--- src/rtl/tsink_pkg.sv ---
package tsink_pkg;
  localparam int FRAME_WORDS = 4;

  localparam logic [11:0] OFF_DEPTH = 12'h004;
  localparam logic [11:0] OFF_STAT  = 12'h00C;
  localparam logic [11:0] OFF_RDATA = 12'h010;
  localparam logic [11:0] OFF_RPTR  = 12'h014;
  localparam logic [11:0] OFF_WPTR  = 12'h018;
  localparam logic [11:0] OFF_TRG   = 12'h01C;
  localparam logic [11:0] OFF_CTL   = 12'h020;
  localparam logic [11:0] OFF_WDATA = 12'h024;
  localparam logic [11:0] OFF_FSTAT = 12'h300;
  localparam logic [11:0] OFF_FCTL  = 12'h304;

  localparam int FC_FMT_EN   = 0;
  localparam int FC_FLUSH    = 6;
  localparam int FC_STOP_FL  = 12;
  localparam int FC_STOP_TRG = 13;

  typedef struct packed {
    logic fmt_en;
    logic stop_fl;
    logic stop_trg;
  } fctl_t;
endpackage

--- src/rtl/tsink_regs.sv ---
module tsink_regs
  import tsink_pkg::*;
#(
  parameter int DEPTH = 64,
  parameter int TRG_W = 16,
  parameter int AW    = $clog2(DEPTH)
) (
  input  logic             clk_i,
  input  logic             rst_ni,
  input  logic             req_i,
  input  logic             we_i,
  input  logic [11:0]      addr_i,
  input  logic [31:0]      wdata_i,
  output logic [31:0]      rdata_o,
  output logic             ctl_en_o,
  output logic [TRG_W-1:0] trg_val_o,
  output fctl_t            fctl_o,
  output logic             wr_wdata_o,
  output logic             wr_wptr_o,
  output logic             wr_rptr_o,
  output logic             rd_port_o,
  output logic             flush_set_o,
  output logic             full_clr_o,
  output logic             state_clr_o,
  input  logic             full_i,
  input  logic [31:0]      ram_q_i,
  input  logic [AW-1:0]    rptr_i,
  input  logic [AW-1:0]    wptr_i,
  input  logic             flush_i,
  input  logic             stopped_i
);
  logic wr, rd, wr_ctl, wr_trg, wr_fctl;

  assign wr      = req_i & we_i;
  assign rd      = req_i & ~we_i;
  assign wr_ctl  = wr && addr_i == OFF_CTL;
  assign wr_trg  = wr && addr_i == OFF_TRG;
  assign wr_fctl = wr && addr_i == OFF_FCTL;

  assign wr_wdata_o  = wr && addr_i == OFF_WDATA;
  assign wr_wptr_o   = wr && addr_i == OFF_WPTR;
  assign wr_rptr_o   = wr && addr_i == OFF_RPTR;
  assign rd_port_o   = rd && addr_i == OFF_RDATA;
  assign flush_set_o = wr_fctl & wdata_i[FC_FLUSH];
  assign full_clr_o  = wr_wptr_o | (wr_ctl & ~wdata_i[0]);
  assign state_clr_o = wr_wptr_o | wr_ctl;

  always_ff @(posedge clk_i or negedge rst_ni) begin
    if (!rst_ni) begin
      ctl_en_o  <= 1'b0;
      trg_val_o <= '0;
      fctl_o    <= '0;
    end else begin
      if (wr_ctl) ctl_en_o <= wdata_i[0];
      if (wr_trg) trg_val_o <= wdata_i[TRG_W-1:0];
      if (wr_fctl) begin
        fctl_o.fmt_en   <= wdata_i[FC_FMT_EN];
        fctl_o.stop_fl  <= wdata_i[FC_STOP_FL];
        fctl_o.stop_trg <= wdata_i[FC_STOP_TRG];
      end
    end
  end

  logic fmt_stopped;
  assign fmt_stopped = stopped_i | ~ctl_en_o;

  always_comb begin
    rdata_o = '0;
    if (rd) begin
      unique case (addr_i)
        OFF_DEPTH: rdata_o = 32'(DEPTH);
        OFF_STAT:  rdata_o = {31'b0, full_i};
        OFF_RDATA: rdata_o = ram_q_i;
        OFF_RPTR:  rdata_o = 32'(rptr_i);
        OFF_WPTR:  rdata_o = 32'(wptr_i);
        OFF_TRG:   rdata_o = 32'(trg_val_o);
        OFF_CTL:   rdata_o = {31'b0, ctl_en_o};
        OFF_FSTAT: rdata_o = {30'b0, fmt_stopped, flush_i};
        OFF_FCTL: begin
          rdata_o[FC_FMT_EN]   = fctl_o.fmt_en;
          rdata_o[FC_FLUSH]    = flush_i;
          rdata_o[FC_STOP_FL]  = fctl_o.stop_fl;
          rdata_o[FC_STOP_TRG] = fctl_o.stop_trg;
        end
        default:   rdata_o = '0;
      endcase
    end
  end
endmodule

--- src/rtl/tsink_ptrs.sv ---
module tsink_ptrs #(
  parameter int DEPTH = 64,
  parameter int AW    = $clog2(DEPTH)
) (
  input  logic          clk_i,
  input  logic          rst_ni,
  input  logic          wptr_we_i,
  input  logic          rptr_we_i,
  input  logic [AW-1:0] ptr_val_i,
  input  logic          wr_adv_i,
  input  logic          rd_adv_i,
  input  logic          full_clr_i,
  output logic [AW-1:0] wptr_o,
  output logic [AW-1:0] rptr_o,
  output logic          full_o
);
  localparam logic [AW-1:0] LAST = AW'(DEPTH - 1);

  always_ff @(posedge clk_i or negedge rst_ni) begin
    if (!rst_ni) begin
      wptr_o <= '0;
      rptr_o <= '0;
      full_o <= 1'b0;
    end else begin
      if (wptr_we_i)     wptr_o <= ptr_val_i;
      else if (wr_adv_i) wptr_o <= (wptr_o == LAST) ? '0 : wptr_o + 1'b1;

      if (full_clr_i)                           full_o <= 1'b0;
      else if (wr_adv_i && wptr_o == LAST)      full_o <= 1'b1;

      if (rptr_we_i)     rptr_o <= ptr_val_i;
      else if (rd_adv_i) rptr_o <= (rptr_o == LAST) ? '0 : rptr_o + 1'b1;
    end
  end
endmodule

--- src/rtl/tsink_ram.sv ---
module tsink_ram #(
  parameter int DEPTH = 64,
  parameter int AW    = $clog2(DEPTH)
) (
  input  logic          clk_i,
  input  logic          we_i,
  input  logic [AW-1:0] waddr_i,
  input  logic [31:0]   wdata_i,
  input  logic [AW-1:0] raddr_i,
  output logic [31:0]   rdata_o
);
  logic [31:0] mem [DEPTH];

  always_ff @(posedge clk_i) begin
    if (we_i) mem[waddr_i] <= wdata_i;
  end

  assign rdata_o = mem[raddr_i];
endmodule

--- src/rtl/tsink_stopctl.sv ---
module tsink_stopctl
  import tsink_pkg::*;
#(
  parameter int TRG_W = 16
) (
  input  logic             clk_i,
  input  logic             rst_ni,
  input  logic             ctl_en_i,
  input  fctl_t            fctl_i,
  input  logic [TRG_W-1:0] trg_val_i,
  input  logic             state_clr_i,
  input  logic             trig_i,
  input  logic             flush_set_i,
  input  logic             acc_i,
  input  logic [1:0]       wlo_i,
  input  logic             bus_blk_i,
  output logic             take_o,
  output logic             pad_o,
  output logic             flush_o,
  output logic             stopped_o
);
  logic             stop_q, trig_seen_q;
  logic [TRG_W-1:0] left_q;
  logic             run, aligned, settle, flush_done;

  assign run     = ctl_en_i & ~stopped_o;
  assign aligned = ~fctl_i.fmt_en | (wlo_i == 2'd0);
  // completion may only be judged when the bus is not moving the write pointer
  assign settle  = aligned & ~bus_blk_i;

  assign take_o = run & ~flush_o & ~stop_q & ~bus_blk_i;
  assign pad_o  = run & fctl_i.fmt_en & (flush_o | stop_q) & (wlo_i != 2'd0) & ~bus_blk_i;

  assign flush_done = flush_o & ~flush_set_i & (~run | settle);

  always_ff @(posedge clk_i or negedge rst_ni) begin
    if (!rst_ni) begin
      flush_o     <= 1'b0;
      stop_q      <= 1'b0;
      stopped_o   <= 1'b0;
      trig_seen_q <= 1'b0;
      left_q      <= '0;
    end else begin
      if (flush_set_i)     flush_o <= 1'b1;
      else if (flush_done) flush_o <= 1'b0;

      if (state_clr_i) begin
        stop_q      <= 1'b0;
        stopped_o   <= 1'b0;
        trig_seen_q <= 1'b0;
        left_q      <= '0;
      end else begin
        if (trig_i && ctl_en_i && !trig_seen_q && !stopped_o) begin
          trig_seen_q <= 1'b1;
          left_q      <= trg_val_i;
          if (fctl_i.stop_trg && trg_val_i == '0) stop_q <= 1'b1;
        end else if (trig_seen_q && acc_i && left_q != '0) begin
          left_q <= left_q - 1'b1;
          if (fctl_i.stop_trg && left_q == TRG_W'(1)) stop_q <= 1'b1;
        end

        if (stop_q && run && settle) begin
          stop_q    <= 1'b0;
          stopped_o <= 1'b1;
        end
        if (flush_done && run && fctl_i.stop_fl) stopped_o <= 1'b1;
      end
    end
  end
endmodule

--- src/rtl/trace_ring_sink.sv ---
module trace_ring_sink
  import tsink_pkg::*;
#(
  parameter int DEPTH = 64,
  parameter int TRG_W = 16
) (
  input  logic        clk_i,
  input  logic        rst_ni,
  input  logic        reg_req_i,
  input  logic        reg_we_i,
  input  logic [11:0] reg_addr_i,
  input  logic [31:0] reg_wdata_i,
  output logic [31:0] reg_rdata_o,
  input  logic        trc_valid_i,
  input  logic [31:0] trc_data_i,
  output logic        trc_ready_o,
  input  logic        trig_i,
  input  logic        flush_i
);
  localparam int AW = $clog2(DEPTH);

  logic             ctl_en;
  logic [TRG_W-1:0] trg_val;
  fctl_t            fctl;
  logic             wr_wdata, wptr_we, rptr_we, rd_adv, flush_set, full_clr, state_clr;
  logic             full, flush_pend, stopped, take, pad, acc, ram_we, bus_blk;
  logic [AW-1:0]    wptr, rptr;
  logic [31:0]      ram_q, ram_wd;

  assign bus_blk = wr_wdata | wptr_we;
  assign acc     = trc_valid_i & take;
  assign ram_we  = wr_wdata | pad | acc;
  assign ram_wd  = wr_wdata ? reg_wdata_i : (pad ? 32'h0 : trc_data_i);
  assign trc_ready_o = take;

  tsink_regs #(.DEPTH(DEPTH), .TRG_W(TRG_W), .AW(AW)) u_regs (
    .clk_i, .rst_ni,
    .req_i(reg_req_i), .we_i(reg_we_i), .addr_i(reg_addr_i), .wdata_i(reg_wdata_i),
    .rdata_o(reg_rdata_o),
    .ctl_en_o(ctl_en), .trg_val_o(trg_val), .fctl_o(fctl),
    .wr_wdata_o(wr_wdata), .wr_wptr_o(wptr_we), .wr_rptr_o(rptr_we),
    .rd_port_o(rd_adv), .flush_set_o(flush_set),
    .full_clr_o(full_clr), .state_clr_o(state_clr),
    .full_i(full), .ram_q_i(ram_q), .rptr_i(rptr), .wptr_i(wptr),
    .flush_i(flush_pend), .stopped_i(stopped)
  );

  tsink_ptrs #(.DEPTH(DEPTH), .AW(AW)) u_ptrs (
    .clk_i, .rst_ni,
    .wptr_we_i(wptr_we), .rptr_we_i(rptr_we), .ptr_val_i(reg_wdata_i[AW-1:0]),
    .wr_adv_i(ram_we), .rd_adv_i(rd_adv), .full_clr_i(full_clr),
    .wptr_o(wptr), .rptr_o(rptr), .full_o(full)
  );

  tsink_ram #(.DEPTH(DEPTH), .AW(AW)) u_ram (
    .clk_i, .we_i(ram_we), .waddr_i(wptr), .wdata_i(ram_wd),
    .raddr_i(rptr), .rdata_o(ram_q)
  );

  tsink_stopctl #(.TRG_W(TRG_W)) u_stop (
    .clk_i, .rst_ni,
    .ctl_en_i(ctl_en), .fctl_i(fctl), .trg_val_i(trg_val),
    .state_clr_i(state_clr), .trig_i(trig_i),
    .flush_set_i(flush_set | flush_i), .acc_i(acc),
    .wlo_i(wptr[1:0]), .bus_blk_i(bus_blk),
    .take_o(take), .pad_o(pad), .flush_o(flush_pend), .stopped_o(stopped)
  );
endmodule

--- config.mk ---
export PLATFORM = sky130hd
export DESIGN_NAME = trace_ring_sink
export DESIGN_NICKNAME = d
export VERILOG_FILES = /design/src/rtl/tsink_pkg.sv /design/src/rtl/tsink_regs.sv /design/src/rtl/tsink_ptrs.sv /design/src/rtl/tsink_ram.sv /design/src/rtl/tsink_stopctl.sv /design/src/rtl/trace_ring_sink.sv
export SDC_FILE = /design/constraint.sdc
export NUM_CORES = 2
export LEC_CHECK = 0
export BUFFER_PORTS_ARGS = -buffer_cell sky130_fd_sc_hd__buf_2
export CAP_MARGIN = 20
export CORE_MARGIN = 2
export CORE_UTILIZATION = 43
export CTS_BUF_LIST = sky130_fd_sc_hd__clkbuf_4 sky130_fd_sc_hd__clkbuf_8
export DETAILED_ROUTE_END_ITERATION = 12
export PLACE_DENSITY = 0.57
export SYNTH_ARGS = -nofsm -noshare
export SYNTH_HDL_FRONTEND = slang
export SYNTH_HIERARCHICAL = 1
export SYNTH_SLANG_ARGS = --single-unit
--- constraint.sdc ---
create_clock -name clk_i -period 8.2 [get_ports clk_i]
set_input_delay 1.23 -clock clk_i [delete_from_list [all_inputs] [get_ports clk_i]]
set_output_delay 1.23 -clock clk_i [all_outputs]
set_load 0.03 [all_outputs]
-- After elaboration in Yosys (flattened, before gate mapping)
Memory sizes are Yosys's and may differ from the RTL's.
Index checks and enable logic that the tools add are counted.
- bits in registers: 53
- RAM bits: 2048
- input bits: 83
- output and inout port bits: 33
- logic and storage cells: 137
- memories kept: 1
- $add $sub $neg: 3
- equality and inequality tests: 14
- muxes and demuxes: 35
- bitwise gates (word level): 36
- reductions and logical operators: 35
- memory list (memory ; depth ; bits a word ; rd ports ; clocked after Yosys merged registers in ; wr ports ; line ; RTL):
    u_ram.mem ; 64 ; 32 ; 1 ; 0 ; 1 ; tsink_ram.sv:12 ; logic [31:0] mem [DEPTH];
- operators with widths (cell ; number):
    32-bit 2-to-1 mux ; 3
    12-bit by 5-bit equality test with 1-bit output (second input constant) ; 4
    16-bit 2-to-1 mux ; 3
    6-bit 2-to-1 mux ; 6
    18-bit case mux with 2 select lines ; 1
    5-bit case mux with 5 select lines ; 1
    12-bit by 10-bit equality test with 1-bit output (second input constant) ; 2
    12-bit by 6-bit equality test with 1-bit output (second input constant) ; 2
    1-bit logical AND ; 19
    1-bit 2-to-1 mux ; 17
    1-bit AND ; 16
    16-bit by 1-bit equality test with 1-bit output (second input constant) ; 1
    16-bit zero test ; 1
    16-bit nonzero test ; 1
    16-bit by 1-bit subtractor with 16-bit output (second input constant) ; 1
    6-bit by 1-bit adder with 6-bit output (second input constant) ; 2
    12-bit by 3-bit equality test with 1-bit output (second input constant) ; 1
    12-bit by 4-bit equality test with 1-bit output (second input constant) ; 1
    6-bit equality test (second input constant) ; 2
    2-bit nonzero test ; 6
    1-bit inverter ; 10
    1-bit bitwise OR ; 10
    5-bit case mux with 2 select lines ; 1
    1-bit case mux with 8 select lines ; 1
    other kinds (8) ; 11

-- Logic depth before layout (Yosys ltp)
- depth in word-level cells: 12
- depth in mapped cells: 16
- gate-level depth less buffers: 13

-- Modules after synthesis
The synthesis kept the hierarchy.
- by module, submodules not included (module ; times used ; cells an instance ; area each (µm²) ; seq. area each (µm²)):
    tsink_ram ; 1 ; 3292 ; 77874.7 ; 61499.0
    tsink_regs ; 1 ; 167 ; 1647.8 ; 500.5
    tsink_stopctl ; 1 ; 158 ; 1338.8 ; 500.5
    tsink_ptrs ; 1 ; 82 ; 757.0 ; 325.3
    trace_ring_sink ; 1 ; 48 ; 394.1 ; 0.0

-- Least setup slack after synthesis
Ideal clock, no wire load.
- path kind: input -> register
- start: input reg_addr_i[3]
- end: memory u_ram.mem[49][0] (enable)
- library setup time: 0.461 ns
- arrival: 6.000 ns
- required time: 7.739 ns
- setup slack: 1.739 ns
- stages on the path: 14
- buffers on the path: 2
- cell sequence: buf_4 -> nor3_2 -> nand4_1 -> nor2_1 -> buf_4 -> or2_2 -> nor2b_1 -> nand2_1 -> nor3_1 -> and2_1 -> nand2b_1 -> nor2b_1 -> nand4_1 -> nor3_1
- word-level cells in the longest chain between the ends: 9
- elaborated cells between the ends (all ways): 13
- classes of those cells: 2 x eq/ne; 2 x mux; 7 x bitwise; 2 x reduce/logical
- ends and longest elaborated chain (element ; line ; RTL):
    start, declared ; trace_ring_sink.sv:11 ; input logic [11:0] reg_addr_i,
    12-bit by 6-bit equality test with 1-bit output ; tsink_regs.sv:40 ; assign wr_wdata_o = wr && addr_i == OFF_WDATA;
    1-bit logical AND ; tsink_regs.sv:40 ;
    via wr_wdata ; trace_ring_sink.sv:25 ; logic wr_wdata, wptr_we, rptr_we, rd_adv, flush_set, full_clr, state_clr;
    1-bit bitwise OR ; trace_ring_sink.sv:30 ; assign bus_blk = wr_wdata | wptr_we;
    via bus_blk ; trace_ring_sink.sv:26 ; logic full, flush_pend, stopped, take, pad, acc, ram_we, bus_blk;
    1-bit inverter ; tsink_stopctl.sv:31 ; assign take_o = run & ~flush_o & ~stop_q & ~bus_blk_i;
    1-bit AND ; tsink_stopctl.sv:31 ;
    via trc_ready_o ; trace_ring_sink.sv:16 ; output logic trc_ready_o,
    1-bit AND ; trace_ring_sink.sv:31 ; assign acc = trc_valid_i & take;
    via acc ; trace_ring_sink.sv:26 ;
    1-bit bitwise OR ; trace_ring_sink.sv:32 ; assign ram_we = wr_wdata | pad | acc;
    via ram_we ; trace_ring_sink.sv:26 ;
    1-bit 2-to-1 mux ; tsink_ram.sv:15 ; if (we_i) mem[waddr_i] <= wdata_i;
    1-bit 2-to-1 mux (not written as such) ; tsink_ram.sv:15 ;
    end, declared ; tsink_ram.sv:12 ;
The timed path passes the listed nets, and every way through them passes these cells.

-- Final worst setup path
- start: register u_ptrs.rptr_o[0]
- end: output reg_rdata_o[4]
- word-level cells in the longest chain between the ends: 3
- ends and longest elaborated chain (element ; line ; RTL):
    start, declared ; tsink_ptrs.sv:14 ; output logic [AW-1:0] rptr_o,
    start signal, assigned ; tsink_ptrs.sv:31 ; if (rptr_we_i) rptr_o <= ptr_val_i;
    start signal, assigned ; tsink_ptrs.sv:32 ; else if (rd_adv_i) rptr_o <= (rptr_o == LAST) ? '0 : rptr_o + 1'b1;
    memory 64 x 32 bit ; n/a ;
    via ram_q[4] ; trace_ring_sink.sv:28 ; logic [31:0] ram_q, ram_wd;
    5-bit case mux with 5 select lines ; tsink_regs.sv:70 ; unique case (addr_i)
    32-bit 2-to-1 mux ; tsink_regs.sv:69 ; if (rd) begin
    end, declared ; trace_ring_sink.sv:13 ; output logic [31:0] reg_rdata_o,
The timed path passes the listed nets, and every way through them passes these cells.

==> flow_summary.ini <==
[run_status]
run_status = complete, no violations

[timing]
measured_slew_at_the_worst_slew_check_pin_ns = 1.285
maximum_clock_skew_at_final_layout_ns = 0.07506
layout_worst_path_cycle_share_pct = 87.51
fin_hold_ws_ns = 0.3161
timing_max_transition_violations_final = 0
fmax_mhz = 139.4
finalHoldViolations = 0
grt_setup_unrepaired = false
final_period_minus_worst_setup_slack_ns = 7.176
totalNegativeSetupSlack_ns = 0
setup_viol_count_final = 0
fin_ws_ns = 1.024
slew_headroom_pct = 14.07

[floorplanning]
fp.dieArea_mm2 = 0.1942
io_pins = 116
die-width_um = 440.7
initial_utilization_pct = 43.21
row_count = 160
core_area_mm2 = 0.1898
floorplan.die.height_um = 440.7

[logic_synthesis]
synthesized_instance_count = 3747
synth.avg_cell_area_um2 = 21.89
post_synth_num_cell_types = 82
ys.flop_type = sky130_fd_sc_hd__edfxtp_1
asyncSetResetFlopFracSynth_pct = 2.523
synth-seq-cells = 2101
number_of_enable_type_register_cells_in_the_synthesized_netlist = 2048
summed_instance_area_of_the_synthesized_netlist_mm2 = 0.08201
postSynthNetCount = 3834
yosysWarnings = 6
synth.yosys.seq_area_share_pct = 76.60

[placement]
detailedPlacementHpwl_mm = 138.9
portBuffers = 115
place_ws_ns = 1.509
gp_congestion = 0.8900

[finish]
finish.utilization_pct = 49.38
area_delta_synth_final_pct = 14.27
sequential_cell_area_mm2 = 0.06284
layout.filler_cells = 15320
multiInputGateArea_mm2 = 0.01875
finalNetCount = 4263
final_layout_size_suffix_gt1_share_pct = 34.30

[worst_setup_path]
critPathCaptureType = output pin
worstPathCellList = buf_12, buf_4, mux2i_1, a22oi_1, and3_1, o32ai_1, nor3_1, buf_4, mux2_2, a32oi_1, a21oi_1, buf_2
endpoint = reg_rdata_o[4]
endpoint_of_the_worst_slack_reg_to_reg_timing_path = u_ram/mem[34][27]
worstSetupStartpoint = u_ptrs/rptr_o[0]
timing.critical_path.buf_inv = 4
r2r_slack_ns = 2.91
timing.critical_path.slowest_stage_cell = sky130_fd_sc_hd__o32ai_1
timing.critical_path.depth = 12
worst_ep_arrival_time_ns = 5.95
cp_max_fo = 70
r2r_cells = 8
worst_path_largest_cell_delay_ns = 1.06
cp_top_family = compound AO/OA/AOI/OAI gates
worstSetupStartpointType = register
critical_path_required_ns = 6.97
critical-path-top-cell-by-count = sky130_fd_sc_hd__buf_4
critical_path.reg2reg.startpoint = u_ptrs/wptr_o[0]
setup.worst_path.class = register to output pin

[clocking]
cts-buffers-inserted = 355
holdBufCountCts = 0
clock_latency_ns = 1.05
cts.sink_count = 2101
clock_tree.root_cell = sky130_fd_sc_hd__clkbuf_8
tritoncts = built
postCtsSetupRepairBufs = 0
cts_htree_levels = 5
path_clk_slew_ns = 0.07
cts.repair.resized = 0
clockBufferDepth = 4

[drt]
avgViaCountPerCell = 5.978
final_wirelength_mm = 227.3
drt-initial-drc-count = 4820
antenna_nets_post_route = 0
vias = 41600
drc_errors = 0
route.detailed.wl_per_inst_um = 32.66
first_pass_iters = 5

[global_route]
number_of_antenna_violations_at_the_first_check_in_global_routing = 17
grt_overflow = 0
grt_pass1_vias = 41220
grtUsageTotal_pct = 23.39
grt_pass1_wl_mm = 316.6
maximum_number_of_pins_on_one_net_before_global_route_repair = 95

[power]
report.power.total_uw = 20960
vdd_drop_max_mv = 0.1765
power_leakage_uw = 0.02868
powerDensity_mw_per_mm2 = 223.6

[worst_hold_path]
timing.hold.worst.class = input port to async pin

[flow_run]
drv.max_cap_violation_count = 0
==> logic make-up after synthesis <==
family                     share of synthesized area, %
xor gates and xnor gates                        0.09611
DFF                                               76.60
muxes                                             16.52
and+or+nand+nor                                   2.664
AOI/OAI and AO/OA                                 2.734
buffers and inverters                             1.321
adders and majority gates                       0.06103
==> worst min-delay path by stage <==
| stage | slack (ns) | startpoint | end | cells after the start |
|---|---|---|---|---|
| after detailed placement | 0.50 | u_ptrs/full_o | u_ptrs/full_o | 2 |
| after CTS | 0.25 | rst_ni | u_stop/left_q[0] | 2 |
| after global placement | 0.51 | u_ptrs/full_o | u_ptrs/full_o | 2 |
| after floorplan | 0.46 | u_ptrs/full_o | u_ptrs/full_o | 2 |
| after global routing | 0.31 | rst_ni | u_stop/left_q[0] | 2 |
| final | 0.32 | rst_ni | u_stop/left_q[0] | 2 |
==> state kept, by name, summed over array words and instances, names as in the netlist <==
register            cells
u_stop/flush_o          1
u_ram/mem            2048
u_regs/trg_val_o       16
u_ptrs/full_o           1
u_regs/ctl_en_o         1
u_stop/stop_q           1
u_ptrs/wptr_o           6
u_stop/stopped_o        1
u_regs/fctl_o           3
u_stop/left_q          16
u_ptrs/rptr_o           6
u_stop/trig_seen_q      1
==> placed cells by master (no fill, tap or decap), drive strengths merged, types with 6 or more instances in the layout <==
cell type  instances
nor3              29
o22ai             84
or4                8
a21oi             85
nor2             164
clkbuf           488
and2              21
nand2b            14
and3               6
mux2              26
diode             20
a22o              38
or3b               7
mux4             545
a32oi              6
nand4             11
nand3b             7
nor2b             20
buf              277
or2                6
a311oi             8
nor4              18
a31oi              9
edfxtp          2048
o221ai            28
dfrtp             53
nand3             26
clkinv           112
nand2             63
a41o               6
o21ai             22
inv               15
a22oi             13
mux2i             98
==> cell type report <==
cell class	instances	area share [%]
multi-input combinational	1429	20.01
clock inverter	121	0.6329
inverter	12	0.04807
clock buffer	488	6.353
tap	2511	3.353
antenna	20	0.05341
sequential	2101	67.06
timing repair buffer	277	2.495
==> per-layer routing <==
layer / vias up / part of all wire, % / global-route usage (%)
li1: 16880 / - / -
met4: 2 / 3.6 / 8.714
met2: 2003 / 47 / 36.29
met3: 332 / 8.2 / 4.429
met5: - / 0.0057 / 0
met1: 22380 / 41 / 33.11
==> through the flow <==
stage	instance area (um^2)	instances
after global placement	86400	6296
final	93710	6959
after floorplan	82010	3747
after global routing	93660	6940
after CTS	93440	6928
after detailed placement	86890	6319
==> synthesized netlist by cell type (all sizes together), types with 5 or more instances <==
master / n / area share (%)
edfxtp: 2048 / 75
mux4: 545 / 15
nor2: 164 / 0.77
buf: 122 / 0.88
mux2i: 98 / 1.2
a21oi: 85 / 0.52
o22ai: 84 / 0.64
clkbuf: 83 / 0.38
nand2: 63 / 0.29
dfrtp: 53 / 1.6
a22o: 38 / 0.42
nor3: 29 / 0.21
o221ai: 28 / 0.30
mux2: 26 / 0.36
nand3: 26 / 0.16
o21ai: 22 / 0.13
and2: 21 / 0.17
nor2b: 20 / 0.15
nor4: 18 / 0.19
nand2b: 14 / 0.11
a22oi: 13 / 0.12
inv: 12 / 0.055
nand4: 11 / 0.092
a31oi: 9 / 0.069
a311oi: 8 / 0.085
or4: 8 / 0.092
nand3b: 7 / 0.064
or3b: 7 / 0.075
a32oi: 6 / 0.064
a41o: 6 / 0.073
and3: 6 / 0.046
or2: 6 / 0.046
or3: 5 / 0.038
xor2: 5 / 0.053
==> report_power, final <==
group | total [uW] | internal (uW) | switching, uW
logic | 368 | 73.4 | 295
registers | 11800 | 11800 | 3.03
clock network | 8800 | 4760 | 4040
(Power assumes the default switching activity.)
